$ cat src/rtl/cr_pkg.sv
package cr_pkg;
  typedef enum logic {
    TRG_IDLE = 1'b0,
    TRG_BUSY = 1'b1
  } trg_state_e;

  // scaled divisor from a stored field: add one above the fraction
  function automatic int unsigned scaled_div(int unsigned field, int unsigned frac_w);
    return field + (32'd1 << frac_w);
  endfunction
endpackage

$ cat src/rtl/cr_trigger.sv
module cr_trigger
  import cr_pkg::*;
(
  input  logic clk_i,
  input  logic rst_ni,
  input  logic gate_en_i,
  input  logic set_i,
  input  logic boundary_i,
  output logic busy_o,
  output logic commit_o
);
  trg_state_e state_q, state_d;

  always_comb begin
    state_d  = state_q;
    commit_o = 1'b0;
    unique case (state_q)
      TRG_IDLE: if (set_i && gate_en_i) state_d = TRG_BUSY;
      TRG_BUSY: if (boundary_i) begin
        commit_o = 1'b1;
        state_d  = TRG_IDLE;
      end
      default: state_d = TRG_IDLE;
    endcase
  end

  always_ff @(posedge clk_i or negedge rst_ni) begin
    if (!rst_ni) state_q <= TRG_IDLE;
    else         state_q <= state_d;
  end

  assign busy_o = (state_q == TRG_BUSY);


  trig_gated_set_chk: assert property (@(posedge clk_i) disable iff (!rst_ni)
    $rose(busy_o) |-> $past(set_i && gate_en_i));

  trig_clear_on_boundary_chk: assert property (@(posedge clk_i) disable iff (!rst_ni)
    $fell(busy_o) |-> $past(boundary_i));
endmodule

$ cat src/rtl/cr_pre_div.sv
module cr_pre_div #(
  parameter int unsigned W       = 3,
  parameter bit          HAS_PRE = 1'b1
) (
  input  logic         clk_i,
  input  logic         rst_ni,
  input  logic         tick_i,
  input  logic [W-1:0] div_i,
  input  logic         clr_i,
  output logic         tick_o
);
  if (HAS_PRE) begin : g_pre
    logic [W-1:0] cnt_q;
    logic         wrap;

    assign wrap   = tick_i && (cnt_q == div_i);
    assign tick_o = wrap;

    always_ff @(posedge clk_i or negedge rst_ni) begin
      if (!rst_ni)     cnt_q <= '0;
      else if (clr_i)  cnt_q <= '0;
      else if (wrap)   cnt_q <= '0;
      else if (tick_i) cnt_q <= cnt_q + 1'b1;
    end


    pre_cnt_range_chk: assert property (@(posedge clk_i) disable iff (!rst_ni)
      cnt_q <= div_i);
  end else begin : g_bypass
    assign tick_o = tick_i;
  end
endmodule

$ cat src/rtl/cr_frac_div.sv
module cr_frac_div #(
  parameter int unsigned W = 6,
  parameter int unsigned F = 2
) (
  input  logic         clk_i,
  input  logic         rst_ni,
  input  logic         tick_i,
  input  logic [W-1:0] div_i,
  output logic         wrap_o
);
  localparam int unsigned AW = W + 1;
  localparam logic [AW-1:0] ONE = AW'(1 << F);

  logic [AW-1:0] acc_q, sum, dsc;

  assign dsc    = {1'b0, div_i} + ONE;
  assign sum    = acc_q + ONE;
  assign wrap_o = tick_i && (sum >= dsc);

  always_ff @(posedge clk_i or negedge rst_ni) begin
    if (!rst_ni)     acc_q <= '0;
    else if (wrap_o) acc_q <= sum - dsc;
    else if (tick_i) acc_q <= sum;
  end


  acc_below_div_chk: assert property (@(posedge clk_i) disable iff (!rst_ni)
    acc_q < dsc);
endmodule

$ cat src/rtl/cr_clk_rate.sv
module cr_clk_rate
  import cr_pkg::*;
#(
  parameter int unsigned NUM_SRC = 3,
  parameter int unsigned SEL_W   = 2,
  parameter int unsigned PRE_W   = 3,
  parameter int unsigned DIV_W   = 6,
  parameter int unsigned FRAC_W  = 2,
  parameter bit          HAS_PRE = 1'b1,
  parameter logic [SEL_W-1:0] SEL_RST = 2'd3
) (
  input  logic               clk_i,
  input  logic               rst_ni,
  input  logic [NUM_SRC-1:0] src_tick_i,
  input  logic               gate_en_i,
  input  logic               sel_wr_i,
  input  logic [SEL_W-1:0]   sel_wdata_i,
  input  logic               pre_wr_i,
  input  logic [PRE_W-1:0]   pre_wdata_i,
  input  logic               div_wr_i,
  input  logic [DIV_W-1:0]   div_wdata_i,
  input  logic               trig_set_i,
  input  logic               pre_trig_set_i,
  output logic               trig_busy_o,
  output logic               pre_trig_busy_o,
  output logic [SEL_W-1:0]   act_sel_o,
  output logic [PRE_W-1:0]   act_pre_o,
  output logic [DIV_W-1:0]   act_div_o,
  output logic               tick_o
);
  localparam logic [SEL_W:0] SRC_LIM = (SEL_W+1)'(NUM_SRC);

  logic [SEL_W-1:0] stg_sel_q, act_sel_q;
  logic [PRE_W-1:0] stg_pre_q, act_pre_q;
  logic [DIV_W-1:0] stg_div_q, act_div_q;
  logic sel_valid, src_sel, in_tick, pre_tick, div_wrap, tick_q;
  logic pre_commit, div_commit;

  assign sel_valid = ({1'b0, act_sel_q} < SRC_LIM);

  always_comb begin
    src_sel = 1'b0;
    for (int i = 0; i < NUM_SRC; i++)
      if (act_sel_q == SEL_W'(i)) src_sel = src_tick_i[i];
  end

  assign in_tick = gate_en_i && sel_valid && src_sel;

  // staging registers, written at any time
  always_ff @(posedge clk_i or negedge rst_ni) begin
    if (!rst_ni) begin
      stg_sel_q <= SEL_RST;
      stg_pre_q <= '0;
      stg_div_q <= '0;
    end else begin
      if (sel_wr_i) stg_sel_q <= sel_wdata_i;
      if (pre_wr_i) stg_pre_q <= pre_wdata_i;
      if (div_wr_i) stg_div_q <= div_wdata_i;
    end
  end

  // active registers, loaded only on commit
  always_ff @(posedge clk_i or negedge rst_ni) begin
    if (!rst_ni) begin
      act_sel_q <= SEL_RST;
      act_pre_q <= '0;
      act_div_q <= '0;
    end else begin
      if (pre_commit) begin
        act_sel_q <= stg_sel_q;
        act_pre_q <= stg_pre_q;
      end
      if (div_commit) act_div_q <= stg_div_q;
    end
  end

  cr_trigger u_pre_trig (
    .clk_i      (clk_i),
    .rst_ni     (rst_ni),
    .gate_en_i  (gate_en_i),
    .set_i      (pre_trig_set_i),
    .boundary_i (pre_tick || !sel_valid),
    .busy_o     (pre_trig_busy_o),
    .commit_o   (pre_commit)
  );

  cr_trigger u_div_trig (
    .clk_i      (clk_i),
    .rst_ni     (rst_ni),
    .gate_en_i  (gate_en_i),
    .set_i      (trig_set_i),
    .boundary_i (div_wrap || !sel_valid),
    .busy_o     (trig_busy_o),
    .commit_o   (div_commit)
  );

  cr_pre_div #(.W(PRE_W), .HAS_PRE(HAS_PRE)) u_pre (
    .clk_i  (clk_i),
    .rst_ni (rst_ni),
    .tick_i (in_tick),
    .div_i  (act_pre_q),
    .clr_i  (pre_commit),
    .tick_o (pre_tick)
  );

  cr_frac_div #(.W(DIV_W), .F(FRAC_W)) u_frac (
    .clk_i  (clk_i),
    .rst_ni (rst_ni),
    .tick_i (pre_tick),
    .div_i  (act_div_q),
    .wrap_o (div_wrap)
  );

  always_ff @(posedge clk_i or negedge rst_ni) begin
    if (!rst_ni) tick_q <= 1'b0;
    else         tick_q <= div_wrap;
  end

  assign tick_o    = tick_q;
  assign act_sel_o = act_sel_q;
  assign act_pre_o = act_pre_q;
  assign act_div_o = act_div_q;


  gated_no_tick_chk: assert property (@(posedge clk_i) disable iff (!rst_ni)
    $past(!gate_en_i) |-> !tick_o);

  undef_sel_no_tick_chk: assert property (@(posedge clk_i) disable iff (!rst_ni)
    $past(!sel_valid) |-> !tick_o);

  div_change_needs_trig_chk: assert property (@(posedge clk_i) disable iff (!rst_ni)
    !$stable(act_div_q) |-> $past(trig_busy_o));

  sel_change_needs_pre_trig_chk: assert property (@(posedge clk_i) disable iff (!rst_ni)
    (!$stable(act_sel_q) || !$stable(act_pre_q)) |-> $past(pre_trig_busy_o));
endmodule

$ cat config.mk
export PLATFORM = sky130hd
export DESIGN_NAME = cr_clk_rate
export DESIGN_NICKNAME = d
export VERILOG_FILES = /design/src/rtl/cr_pkg.sv /design/src/rtl/cr_trigger.sv /design/src/rtl/cr_pre_div.sv /design/src/rtl/cr_frac_div.sv /design/src/rtl/cr_clk_rate.sv
export SDC_FILE = /design/constraint.sdc
export NUM_CORES = 1
export LEC_CHECK = 0
export CAP_MARGIN = 10
export CORE_ASPECT_RATIO = 1.5
export CORE_MARGIN = 8
export CORE_UTILIZATION = 56
export DETAILED_ROUTE_END_ITERATION = 16
export GPL_TIMING_DRIVEN = 0
export PLACE_DENSITY = 0.84
export RECOVER_POWER = 50
export SYNTH_ARGS = -nofsm -noshare
export SYNTH_HDL_FRONTEND = slang
export SYNTH_HIERARCHICAL = 1
export SYNTH_SLANG_ARGS = --single-unit
$ cat constraint.sdc
create_clock -name clk_i -period 5.45 [get_ports clk_i]
set_input_delay 0.545 -clock clk_i [delete_from_list [all_inputs] [get_ports clk_i]]
set_output_delay 0.545 -clock clk_i [all_outputs]
set_load 0.05 [all_outputs]
# == After elaboration in Yosys (flattened, before gate mapping) ==
# Cells that the tools add are included.
# word_totals
in_bits,22
mem_bits_rw,0
romBits,0
latch_bits,0
mem_count,0
regBits,35
# classes
n_lt_le_gt_ge,2
n_eq_ne,3
n_addsub,4
bitwise_logic,2
reduce_logical,12
n_div,0
mul,0
shift,0
n_mux,18
# ops
operator,count
$mux W7,2
$mux W1,11
$mux W3,3
$add A6 B3 Y7 const B,1
$add A7 B3 Y7 const B,1
$ge A7 B7 Y1,1
$sub A7 B7 Y7,1
$logic_and A1 B1 Y1,6
$pmux W1 S2,2
$add A3 B1 Y3 const B,1
$eq A3 B3 Y1,1
$reduce_bool A3 Y1,1
$eq A2 B1 Y1 const B,1
$eq A2 B2 Y1 const B,1
$logic_not A2 Y1,1
$logic_or A1 B1 Y1,2
$lt A2 B2 Y1 const B,1
$not A1 Y1,2
$reduce_bool A2 Y1,1
$logic_not A1 Y1,1

# == Depth between registers and ports, before layout ==
# Gate-level depths: netlist of run 1.
# depth
word_depth,10
mapped_depth,13
ltp_nobuf,12

# == By module ==
# The synthesis of run 1 kept the hierarchy.
# modules_own_cells
module,area_each_um2,seq_area_each_um2,cells_each,instances
cr_clk_rate,882.1,580.6,53,1
cr_frac_div,804.5,175.2,89,1
cr_pre_div,236.5,75.1,22,1
cr_trigger,46.3,25.0,4,2

# == Worst setup path before layout of run 1 ==
# No wires, ideal clock.
# synth_timing
kind,register to register
startpoint,register act_div_q[2] (netlist: act_div_o[2])
endpoint,register act_div_q[0] (netlist: act_div_o[0])
stages_incl_launch_ff,13
path_slack_ns,2.453
arrival_ns,2.869
path_buffers,1
t_required_ns,5.322
cell_sequence,dfrtp_1 ha_1 nand3_1 ha_1 a21oi_1 o21ai_2 a21oi_4 nand2b_4 inv_1 a21o_1 and2_2 buf_2 mux2_1
# synth_via
elab_chain_cells,6
# synth_rtl
element,line,text
from (decl),cr_clk_rate.sv:35,"logic [DIV_W-1:0] stg_div_q, act_div_q;"
from (signal assigned),cr_clk_rate.sv:73,if (div_commit) act_div_q <= stg_div_q;
$add A6 B3 Y7,cr_frac_div.sv:16,"assign dsc = {1'b0, div_i} + ONE;"
$ge A7 B7 Y1,cr_frac_div.sv:18,assign wrap_o = tick_i && (sum >= dsc);
$logic_and A1 B1 Y1,cr_frac_div.sv:18,
net div_wrap,cr_clk_rate.sv:36,"logic sel_valid, src_sel, in_tick, pre_tick, div_wrap, tick_q;"
$logic_or A1 B1 Y1,cr_clk_rate.sv:92,".boundary_i (div_wrap || !sel_valid),"
$mux W1,cr_trigger.sv:19,TRG_BUSY: if (boundary_i) begin
$mux W1,cr_trigger.sv:17,unique case (state_q)
net div_commit,cr_clk_rate.sv:37,"logic pre_commit, div_commit;"
# The timed path passes the listed nets, and every way through them passes these cells.
# A chain may end at the register's enable or synchronous reset.

# == Worst setup path in the final report of run 1 ==
# layout_timing
startpoint,register u_frac.acc_q[2]
endpoint,register act_div_q[0] (netlist: act_div_o[0])
# layout_via
elab_chain_cells,6
# layout_rtl
element,line,text
from (decl),cr_frac_div.sv:14,"logic [AW-1:0] acc_q, sum, dsc;"
from (signal assigned),cr_frac_div.sv:22,else if (wrap_o) acc_q <= sum - dsc;
from (signal assigned),cr_frac_div.sv:23,else if (tick_i) acc_q <= sum;
$add A7 B3 Y7,cr_frac_div.sv:17,assign sum = acc_q + ONE;
$ge A7 B7 Y1,cr_frac_div.sv:18,
$logic_and A1 B1 Y1,cr_frac_div.sv:18,
net div_wrap,cr_clk_rate.sv:36,
$logic_or A1 B1 Y1,cr_clk_rate.sv:92,
$mux W1,cr_trigger.sv:19,
$mux W1,cr_trigger.sv:17,
net div_commit,cr_clk_rate.sv:37,
# The timed path passes the listed nets, and every way through them passes these cells.

==> results of run 1 <==
## layout make-up
class / count / area share (%)
Clock inverter: 1 / 0.202
Buffer: 4 / 1.21
Clock buffer: 7 / 3.07
Tap cell: 42 / 2.12
Sequential cell: 35 / 35.5
Timing Repair Buffer: 34 / 13.5
Multi-Input combinational cell: 127 / 43.6
Inverter: 6 / 0.907
## per-layer routing
metal	vias to the layer above	part of all wire (%)	track usage [%]
li1	692	-	-
met1	715	35	13.4
met2	30	59	30.0
met3	13	3.6	4.27
met4	0	2.8	7.77
met5	-	0	0
## cell usage after synthesis, types with 3 or more instances
cell	n
sky130_fd_sc_hd__nand2b_1	3
sky130_fd_sc_hd__a21o_1	3
sky130_fd_sc_hd__nor2_1	8
sky130_fd_sc_hd__dfrtp_1	31
sky130_fd_sc_hd__mux2i_1	10
sky130_fd_sc_hd__nand3_1	5
sky130_fd_sc_hd__xnor2_1	7
sky130_fd_sc_hd__nor2b_1	4
sky130_fd_sc_hd__a31oi_1	3
sky130_fd_sc_hd__inv_1	6
sky130_fd_sc_hd__ha_1	10
sky130_fd_sc_hd__nand2_1	7
sky130_fd_sc_hd__dfstp_2	4
sky130_fd_sc_hd__mux2_1	22
sky130_fd_sc_hd__a21oi_1	6
sky130_fd_sc_hd__xor2_1	4
## critical path, cell delays in order, from the launching register on
cell and delay (ns):
sky130_fd_sc_hd__dfrtp_1 0.40, sky130_fd_sc_hd__ha_1 0.23, sky130_fd_sc_hd__nand3_1 0.11, sky130_fd_sc_hd__xnor2_1 0.15, sky130_fd_sc_hd__ha_1 0.33, sky130_fd_sc_hd__a21oi_1 0.24
sky130_fd_sc_hd__o21ai_2 0.11, sky130_fd_sc_hd__a21oi_4 0.28, sky130_fd_sc_hd__nand2b_4 0.22, sky130_fd_sc_hd__inv_1 0.06, sky130_fd_sc_hd__a21o_1 0.16, sky130_fd_sc_hd__and2_2 0.18
sky130_fd_sc_hd__buf_2 0.17, sky130_fd_sc_hd__mux2_1 0.33
## flip-flops by register name, summed over array words and instances (netlist names), 2 cells and up
register,flops
act_div_o,6
act_sel_o,2
u_pre/g_pre.cnt_q,3
stg_pre_q,3
stg_div_q,6
u_frac/acc_q,7
act_pre_o,3
stg_sel_q,2
## final timing paths
check | startpoint | to | slack [ns] | depth (start not counted)
hold / removal | stg_div_q[1] | act_div_o[1] | 0.49 | 1
min in group asynchronous | rst_ni | act_pre_o[0] | 0.74 | 1
setup / recovery | u_frac/acc_q[2] | act_div_o[0] | 2.37 | 13
max in group asynchronous | rst_ni | stg_div_q[1] | 3.69 | 1
setup reg to reg | u_frac/acc_q[2] | act_div_o[0] | 2.37 | 13
hold reg to reg | stg_div_q[1] | act_div_o[1] | 0.49 | 1
## layout by cell type, fill, tap and decap left out, types with 3 or more instances in the layout
| cell | n |
|---|---|
| sky130_fd_sc_hd__nor2b_1 | 4 |
| sky130_fd_sc_hd__xnor2_1 | 7 |
| sky130_fd_sc_hd__dlygate4sd3_1 | 7 |
| sky130_fd_sc_hd__mux2_1 | 22 |
| sky130_fd_sc_hd__nand2b_1 | 3 |
| sky130_fd_sc_hd__dfrtp_1 | 31 |
| sky130_fd_sc_hd__a21o_1 | 3 |
| sky130_fd_sc_hd__clkbuf_8 | 5 |
| sky130_fd_sc_hd__clkdlybuf4s50_1 | 26 |
| sky130_fd_sc_hd__a31oi_1 | 3 |
| sky130_fd_sc_hd__nand3_1 | 5 |
| sky130_fd_sc_hd__mux2i_1 | 10 |
| sky130_fd_sc_hd__clkbuf_1 | 3 |
| sky130_fd_sc_hd__xor2_1 | 4 |
| sky130_fd_sc_hd__nand2_1 | 7 |
| sky130_fd_sc_hd__inv_1 | 6 |
| sky130_fd_sc_hd__ha_1 | 10 |
| sky130_fd_sc_hd__dfstp_2 | 4 |
| sky130_fd_sc_hd__a21oi_1 | 6 |
| sky130_fd_sc_hd__nor2_1 | 8 |
## cells by family after synthesis
| logic type | count (synthesis) | share of synthesized area (%) |
|---|---|---|
| adder cells (fa/ha/maj) | 11 | 7.20 |
| flip-flops | 35 | 43.7 |
| multiplexers | 32 | 17.3 |
| AND/OR/NAND/NOR | 46 | 13.8 |
| AO/OA/AOI/OAI | 27 | 10.7 |
| buffers and inverters | 10 | 2.61 |
| XOR/XNOR | 11 | 4.78 |
## stage by stage
| step | utilization (%) | area (um2) | std cells | setup slack (ns) |
|---|---|---|---|---|
| after global routing | 72.7 | 2480 | 256 | 2.20 |
| after floorplan | - | 2020 | 172 | 2.45 |
| after detailed placement | 70.4 | 2400 | 248 | 2.37 |
| after CTS | 72.7 | 2480 | 256 | 2.35 |
| final | 72.7 | 2480 | 256 | 2.37 |
| after global placement | 70.5 | 2410 | 248 | 2.44 |
==> qor.tcl, run 1 <==
set qor(dieHeight_um) 89.5
set qor(netlist_area_um2) 2020
set qor(tightest_slew_ns) 1.78
set qor(route.detailed.wl_per_inst_um) 15.9
set qor(grt_antenna_before_repair) 0
set qor(post_synth_main_area_contributors) {sky130_fd_sc_hd__dfrtp_1 38%, sky130_fd_sc_hd__mux2_1 12%, sky130_fd_sc_hd__ha_1 6.2%}
set qor(ys_types) 45
set qor(grt_pass1_wl_mm) 6.80
set qor(max_freq_mhz) 324
set qor(globalRouteTotalUtil_pct) 15.2
set qor(yosys_warnings) 6
set qor(final_layout_size_suffix_gt1_share_pct) 14.0
set qor(drt-initial-drc-count) 70
set qor(die_width_um) 65.0
set qor(cts.clk_slew.worst_paths_ns) 0.07
set qor(synth-edff-count) 0
set qor(final.setup_skew_ns) 0.00669
set qor(numPortBuffers) 34
set qor(clock-root-buffer) {sky130_fd_sc_hd__clkbuf_8}
set qor(report.final.hold_viol_count) 0
set qor(cp_data_arrival_time_ns) 3.25
set qor(antenna_cells_inserted) 0
set qor(final.min_clock_period_ns) 3.08
set qor(hold_path.class) {flop to flop}
set qor(crit_required_ns) 5.61
set qor(post-cts-setup-buffer-count) 0
set qor(rsz0062_at_grt) {false}
set qor(initial_utilization_pct) 59.0
set qor(tritoncts_num_sinks) 35
set qor(max-clock-path-buffers) 2
set qor(ys.flop_type) {sky130_fd_sc_hd__dfrtp_1}
set qor(multi_input_area_um2) 1080
set qor(synth_top_area_share_pct) 38.5
set qor(async_flop_share_pct) 100
set qor(numCtsBuffers) 5
set qor(report.final.setup_viol) 0
set qor(sequential_cell_area_um2) 881
set qor(outcome) {complete, but fails checks}
set qor(synth.ff_latch_count) 35
set qor(syn-instance-count) 172
set qor(worstPathMaxFanout) 9
set qor(critPathCaptureType) {flop}
set qor(synth.largest_area_cell) {sky130_fd_sc_hd__dfrtp_1}
set qor(cts.hold.buffers_added) 0
set qor(synth.yosys.seq_area_share_pct) 43.7
set qor(fp.coreArea_um2) 3420
set qor(insertion_delay_ns) 0.28
set qor(floorplan.rows) 26
set qor(grt_max_degree) 36
set qor(grt_pass1_vias) 1559
set qor(critPathKind) {flop to flop}
set qor(setup_tns_ns) 0
set qor(globalRoute.totalOverflow) 0
set qor(post_cts_resized) 0
set qor(finalCritPeriodShare_pct) 56.6
set qor(worst_hold_slack_ns) 0.487
set qor(remaining_drc_errors) 0
set qor(mappedNetlistNets) 205
set qor(crit_path_start_kind) {flop}
set qor(drt_pass1_iterations) 4
set qor(routabilityCongestion) 0.796
set qor(postSynthAreaPerCell_um2) 11.7
set qor(detail_route.vias_per_cell) 5.66
set qor(cts.htree.levels) 2
set qor(dr_total_vias) 1450
set qor(post-dp-hpwl_mm) 3.26
set qor(area_growth_pct) 23.2
set qor(count_of_boundary_i_o_pins) 36
set qor(routed_wl_mm) 4.08
set qor(max-slew-margin-rel_pct) -18.7
set qor(number_of_nets_in_the_layout) 246
set qor(post_drt_antenna_nets) 0
set qor(failing_checks) {max-capacitance violations, max-slew violations}
set qor(die-area_um2) 5810
set qor(timing.max_cap.violations) 1
set qor(final_max_slew_viol_count) 36
set qor(final.fill_count) 258
set qor(cts_tree) {built}
Power of run 1 is left out: the tool's default activity adds up to more than one toggle a clock period on the data nets, which glitch-free logic cannot reach.
==> run 2: changes to the inputs <==
Settings changed: CORE_UTILIZATION 56 to 47, PLACE_DENSITY 0.84 to 0.75.
Clock period 5.45 ns to 2.8 ns, I/O delays scaled along.
==> run 2 against run 1 <==
Count of clock-buffer cells in the layout unchanged. Cell count increased by 3.9%. Non-clock buffer count increased by 6. Via count increased by 1.2%. Critical path depth unchanged. The run still ends with max-capacitance violations, max-slew violations left. First-iteration DRC count decreased by 33%. Flip-flop and latch count unchanged. Highest routed layer unchanged. Critical path type unchanged.
==> qor.tcl, run 2 (synthesis gave the netlist of run 1 again) <==
set qor(outcome) {complete, but fails checks}
set qor(failing_checks) {max-capacitance violations, max-slew violations}
set qor(report.final.setup_viol) 0 ;# unchanged
set qor(critPathKind) {flop to flop}
set qor(cts.clk_slew.worst_paths_ns) 0.07 ;# about the same
set qor(insertion_delay_ns) 0.28 ;# about the same
set qor(max-slew-margin-rel_pct) -19.0 ;# -0.25 points
set qor(tritoncts_num_sinks) 35 ;# unchanged
set qor(post_drt_antenna_nets) 0 ;# unchanged
set qor(grt_pass1_vias) 1649 ;# +5.8%
set qor(post-dp-hpwl_mm) 3.38 ;# +3.7%
set qor(drt-initial-drc-count) 47 ;# -33%
set qor(grt_max_degree) 36 ;# unchanged
set qor(die_width_um) 69.5 ;# +6.9%
set qor(largest_register_ff_count) 7 ;# unchanged
set qor(final.fill_count) 335 ;# +30%
set qor(antenna_cells_inserted) 0 ;# unchanged
set qor(timing.max_cap.violations) 1 ;# unchanged
set qor(number_of_nets_in_the_layout) 252 ;# +2.4%
set qor(crit_required_ns) 2.96 ;# -2.65 ns
set qor(crit_chain) {ha_2, nand3_2, xnor2_2, ha_4, a21oi_2, o21ai_2, a21oi_4, nand2b_4, inv_1, a21o_1, and2_4, buf_6, mux2_1}
set qor(hold_path.class) {input port to flop}
set qor(routed_wl_mm) 4.43 ;# +8.4%
set qor(grt_antenna_before_repair) 0 ;# unchanged
set qor(timing.critical_path.buf_inv) 2 ;# unchanged
set qor(cpMaxStageDelayCell) {sky130_fd_sc_hd__dfrtp_1}
set qor(detail_route.vias_per_cell) 5.52 ;# -2.6%
set qor(max_freq_mhz) 372 ;# +15%
set qor(report.final.hold_viol_count) 0 ;# unchanged
set qor(crit_path_start_kind) {flop}
set qor(final_max_slew_viol_count) 36 ;# unchanged
set qor(routabilityCongestion) 0.829 ;# +4.2%
set qor(cpLargestDelayFamily) {compound AO/OA/AOI/OAI gates}
set qor(floorplan.rows) 29 ;# +12%
set qor(clock-root-buffer) {sky130_fd_sc_hd__clkbuf_8}
set qor(drt_pass1_iterations) 4 ;# unchanged
set qor(route.detailed.wl_per_inst_um) 16.6 ;# +4.3%
set qor(remaining_drc_errors) 0 ;# unchanged
set qor(critPathMaxStageDelay_ns) 0.38 ;# -0.02 ns
set qor(final_layout_size_suffix_gt1_share_pct) 22.3 ;# +8.3 points
set qor(top_register) {u_frac/acc_q}
set qor(cts_tree) {built}
set qor(area_growth_pct) 29.6
set qor(initial_utilization_pct) 48.3 ;# -11 points
set qor(final_cell_mix) {28 x sky130_fd_sc_hd__dfrtp_1, 27 x sky130_fd_sc_hd__clkdlybuf4s50_1, 22 x sky130_fd_sc_hd__mux2_1, 10 x sky130_fd_sc_hd__mux2i_1, 8 x sky130_fd_sc_hd__nor2_1}
set qor(die-area_um2) 6680 ;# +15%
set qor(cp_data_arrival_time_ns) 2.85 ;# -0.40 ns
set qor(numCtsBuffers) 5 ;# unchanged
set qor(grt_pass1_wl_mm) 7.32 ;# +7.7%
set qor(worstPathMaxFanout) 6 ;# -3
set qor(dieHeight_um) 96.2 ;# +7.5%
set qor(worst_hold_slack_ns) 0.359 ;# -0.129 ns
set qor(final.min_clock_period_ns) 2.69 ;# -0.399 ns
set qor(finalCritPeriodShare_pct) 95.9 ;# +39 points
set qor(max-clock-path-buffers) 2 ;# unchanged
set qor(cts.htree.levels) 2 ;# unchanged
set qor(count_of_boundary_i_o_pins) 36 ;# unchanged
set qor(tightest_slew_ns) 1.78 ;# +0.00373 ns
set qor(critPathCaptureType) {flop}
set qor(final.setup_skew_ns) 0.00954 ;# +0.00285 ns
set qor(numPortBuffers) 34 ;# unchanged
set qor(dr_total_vias) 1467 ;# +1.2%
set qor(fp.coreArea_um2) 4170 ;# +22%
set qor(globalRouteTotalUtil_pct) 13.6 ;# -1.6 points
set qor(most_frequent_standard_cell_in_the_layout_excluding_fill_and_tap_cells) {sky130_fd_sc_hd__dfrtp_1}
set qor(globalRoute.totalOverflow) 0 ;# unchanged
==> run 2: final timing paths <==
path	cells past startpoint	startpoint	slack, ns	end
max	13	u_frac/acc_q[3]	0.11	act_div_o[1]
max reg2reg	13	u_frac/acc_q[3]	0.11	act_div_o[1]
min reg2reg	1	stg_div_q[2]	0.48	act_div_o[2]
min in group asynchronous	1	rst_ni	0.47	u_frac/acc_q[4]
min	2	div_wr_i	0.36	stg_div_q[4]
max in group asynchronous	1	rst_ni	1.17	act_div_o[2]
==> run 2: per-stage QoR <==
step,setup TNS (ns),instances,instance area (um2),worst slack [ns],util [%]
after floorplan,0,172,2060,0.0263,-
after global placement,-0.955,252,2450,-0.162,58.8
after detailed placement,-1.25,252,2450,-0.218,58.7
after CTS,0,261,2550,0.0575,61.2
after global routing,-0.0315,266,2610,-0.0157,62.6
final,0,266,2610,0.114,62.6
==> run 2: final cells by class <==
class,instances,area (um2),share of cell area [%]
inverters,6,22.5,0.862
clock buffers,7,86.3,3.30
flip-flops and latches,35,885,33.9
plain buffers,4,36.3,1.39
multi-input cells,127,1140,43.7
repair buffers,40,379,14.5
clock inverters,1,5.00,0.192
well taps,46,57.6,2.20
==> run 2: what timing repair did <==
item / CTS / global route
hold buffers: 0 / 0
buffers inserted: 1 / 5
setup endpoints to repair: 6 / 6
pin swaps: 0 / 2
gates resized for setup: 1 / 5
cloned: 0 / 0
==> run 2: routing by layer <==
metal	GRT usage [%]	part of all wire [%]	vias to the layer above
met5	0	0	-
met4	7.89	2.7	0
met3	3.92	3.6	9
met2	26.3	58	24
met1	12.3	36	731
li1	-	-	703
Power of run 2 is left out for the same reason.
==> run 3: changes to the inputs <==
Settings changed: RECOVER_POWER 50 to 100.
==> run 3 against run 2 <==
The flow still finishes with violations (max-capacitance violations, max-slew violations). Sequential share of layout area up 0.065 points. Via count is 0.34% higher. Clock skew barely moved. Cell count stayed put. Count of clock-buffer cells in the layout unchanged. Wire length did not move. Worst hold slack better by 0.00051 ns. Global-route usage is the same. First-iteration DRC count grew 53%. Flip-flop and latch count did not move. Worst setup slack worse by 0.0038 ns. Register-to-register slack about the same. Critical endpoint unchanged. Highest routed layer unchanged.
==> qor.tcl, run 3 (synthesis gave the netlist of run 1 again) <==
set qor(outcome) {complete, but fails checks}
set qor(failing_checks) {max-capacitance violations, max-slew violations}
set qor(report.final.hold_viol_count) 0 ;# unchanged
set qor(cts.htree.levels) 2 ;# unchanged
set qor(post_drt_antenna_nets) 0 ;# unchanged
set qor(antenna_cells_inserted) 0 ;# unchanged
set qor(final_layout_size_suffix_gt1_share_pct) 20.9 ;# -1.4 points
set qor(crit_required_ns) 2.96 ;# about the same
set qor(dr_total_vias) 1472 ;# +0.34%
set qor(max-clock-path-buffers) 2 ;# unchanged
set qor(grt_pass1_vias) 1649 ;# unchanged
set qor(largest_register_ff_count) 7 ;# unchanged
set qor(cp_data_arrival_time_ns) 2.85 ;# about the same
set qor(cts.hold.buffers_added) 0 ;# unchanged
set qor(globalRoute.totalOverflow) 0 ;# unchanged
set qor(fp.coreArea_um2) 4170 ;# unchanged
set qor(routed_wl_mm) 4.43 ;# unchanged
set qor(post-route-util_pct) 62.5 ;# -0.12 points
set qor(route.detailed.wl_per_inst_um) 16.6 ;# unchanged
set qor(cpMaxStageDelayCell) {sky130_fd_sc_hd__dfrtp_1}
set qor(setup_tns_ns) 0 ;# unchanged
set qor(final.setup.worst_slack_ns) 0.110 ;# -0.00377 ns
set qor(critPathMaxStageDelay_ns) 0.38 ;# about the same
set qor(critPathKind) {flop to flop}
set qor(worstPathMaxFanout) 6 ;# unchanged
set qor(insertion_delay_ns) 0.28 ;# about the same
set qor(globalRouteTotalUtil_pct) 13.6 ;# unchanged
set qor(die_width_um) 69.5 ;# unchanged
set qor(final_max_slew_viol_count) 36 ;# unchanged
set qor(crit_chain) {ha_2, nand3_2, xnor2_2, ha_4, a21oi_2, o21ai_2, a21oi_4, nand2b_4, inv_1, a21o_1, and2_4, buf_6, mux2_1}
set qor(final.setup_skew_ns) 0.00930 ;# -0.000246 ns
set qor(count_of_boundary_i_o_pins) 36 ;# unchanged
set qor(numPortBuffers) 34 ;# unchanged
set qor(finalCritPeriodShare_pct) 96.1 ;# +0.13 points
set qor(grt_max_degree) 36 ;# unchanged
set qor(grt_pass1_wl_mm) 7.32 ;# unchanged
set qor(clock-root-buffer) {sky130_fd_sc_hd__clkbuf_8}
set qor(max-slew-margin-rel_pct) -20.2 ;# -1.2 points
set qor(report.final.setup_viol) 0 ;# unchanged
set qor(drt_pass1_iterations) 4 ;# unchanged
set qor(floorplan.rows) 29 ;# unchanged
set qor(remaining_drc_errors) 0 ;# unchanged
set qor(drt-initial-drc-count) 72 ;# +53%
set qor(detail_route.vias_per_cell) 5.53 ;# +0.34%
set qor(initial_utilization_pct) 48.3 ;# unchanged
set qor(routabilityCongestion) 0.829 ;# unchanged
set qor(grt_antenna_before_repair) 0 ;# unchanged
set qor(dpl_worst_slack_ns) -0.218 ;# unchanged
set qor(max_freq_mhz) 372 ;# -0.14%
set qor(dieHeight_um) 96.2 ;# unchanged
set qor(top_register) {u_frac/acc_q}
set qor(numCtsBuffers) 5 ;# unchanged
set qor(area_growth_pct) 29.4
set qor(timing.max_cap.violations) 1 ;# unchanged
set qor(cts.clk_slew.worst_paths_ns) 0.07 ;# about the same
set qor(worst_hold_slack_ns) 0.359 ;# +0.000513 ns
set qor(cts_tree) {built}
set qor(die-area_um2) 6680 ;# unchanged
set qor(final_cell_mix) {28 x sky130_fd_sc_hd__dfrtp_1, 22 x sky130_fd_sc_hd__mux2_1, 22 x sky130_fd_sc_hd__dlygate4sd3_1, 11 x sky130_fd_sc_hd__clkdlybuf4s50_1, 10 x sky130_fd_sc_hd__mux2i_1}
set qor(critPathCaptureType) {flop}
set qor(hold_path.class) {input port to flop}
set qor(crit_path_start_kind) {flop}
set qor(most_frequent_standard_cell_in_the_layout_excluding_fill_and_tap_cells) {sky130_fd_sc_hd__dfrtp_1}
set qor(final.min_clock_period_ns) 2.69 ;# +0.00377 ns
set qor(number_of_nets_in_the_layout) 252 ;# unchanged
set qor(tightest_slew_ns) 1.80 ;# +0.0182 ns
set qor(post-dp-hpwl_mm) 3.38 ;# unchanged
set qor(tritoncts_num_sinks) 35 ;# unchanged
-- run 3: repair_timing --
item,CTS,global route
pin swaps,0,2
hold endpoints to repair,0,0
endpoints found under the setup margin,6,6
buffers inserted,1,5
resized for setup,1,5
-- run 3: area by class of cell --
class                   instances  area, um2
fillers                       336       1570
multi-input cells             127       1140
flip-flops and latches         35        885
repair buffers                 40        375
clock buffers                   7       86.3
well taps                      46       57.6
plain buffers                   4       36.3
inverters                       6       22.5
clock inverters                 1       5.00
-- run 3: per-stage QoR --
step	std cells	cell area [um2]
floorplan	172	2060
global placement	252	2450
detailed placement	252	2450
CTS	261	2550
global route	266	2610
finish	266	2610
-- run 3: metal layers --
layer	wire, um	vias up	track usage [%]
met5	0	-	0
met4	118	0	7.89
met3	164	9	3.92
met2	2530	26	26.3
met1	1610	734	12.3
li1	-	703	-
-- run 3: final timing paths --
kind	start	end	slack, ns	depth (start not counted)
worst min-delay path	div_wr_i	stg_div_q[4]	0.36	2
worst max-delay path	u_frac/acc_q[3]	act_div_o[1]	0.11	13
worst min register to register	stg_div_q[2]	act_div_o[2]	0.48	1
worst max register to register	u_frac/acc_q[3]	act_div_o[1]	0.11	13
min in group asynchronous	rst_ni	u_frac/acc_q[4]	0.48	1
max in group asynchronous	rst_ni	act_div_o[2]	1.15	1
-- run 3: worst max-delay path, delay by kind of cell, from the launching register on --
kind | cells | cell delay [ns]
adder cells (fa/ha/maj) | 2 | 0.49
buffers and inverters | 2 | 0.20
AO/OA/AOI/OAI | 4 | 0.53
flip-flops | 1 | 0.38
multiplexers | 1 | 0.31
AND/OR/NAND/NOR | 3 | 0.41
XOR/XNOR | 1 | 0.25
Power of run 3 is left out for the same reason.
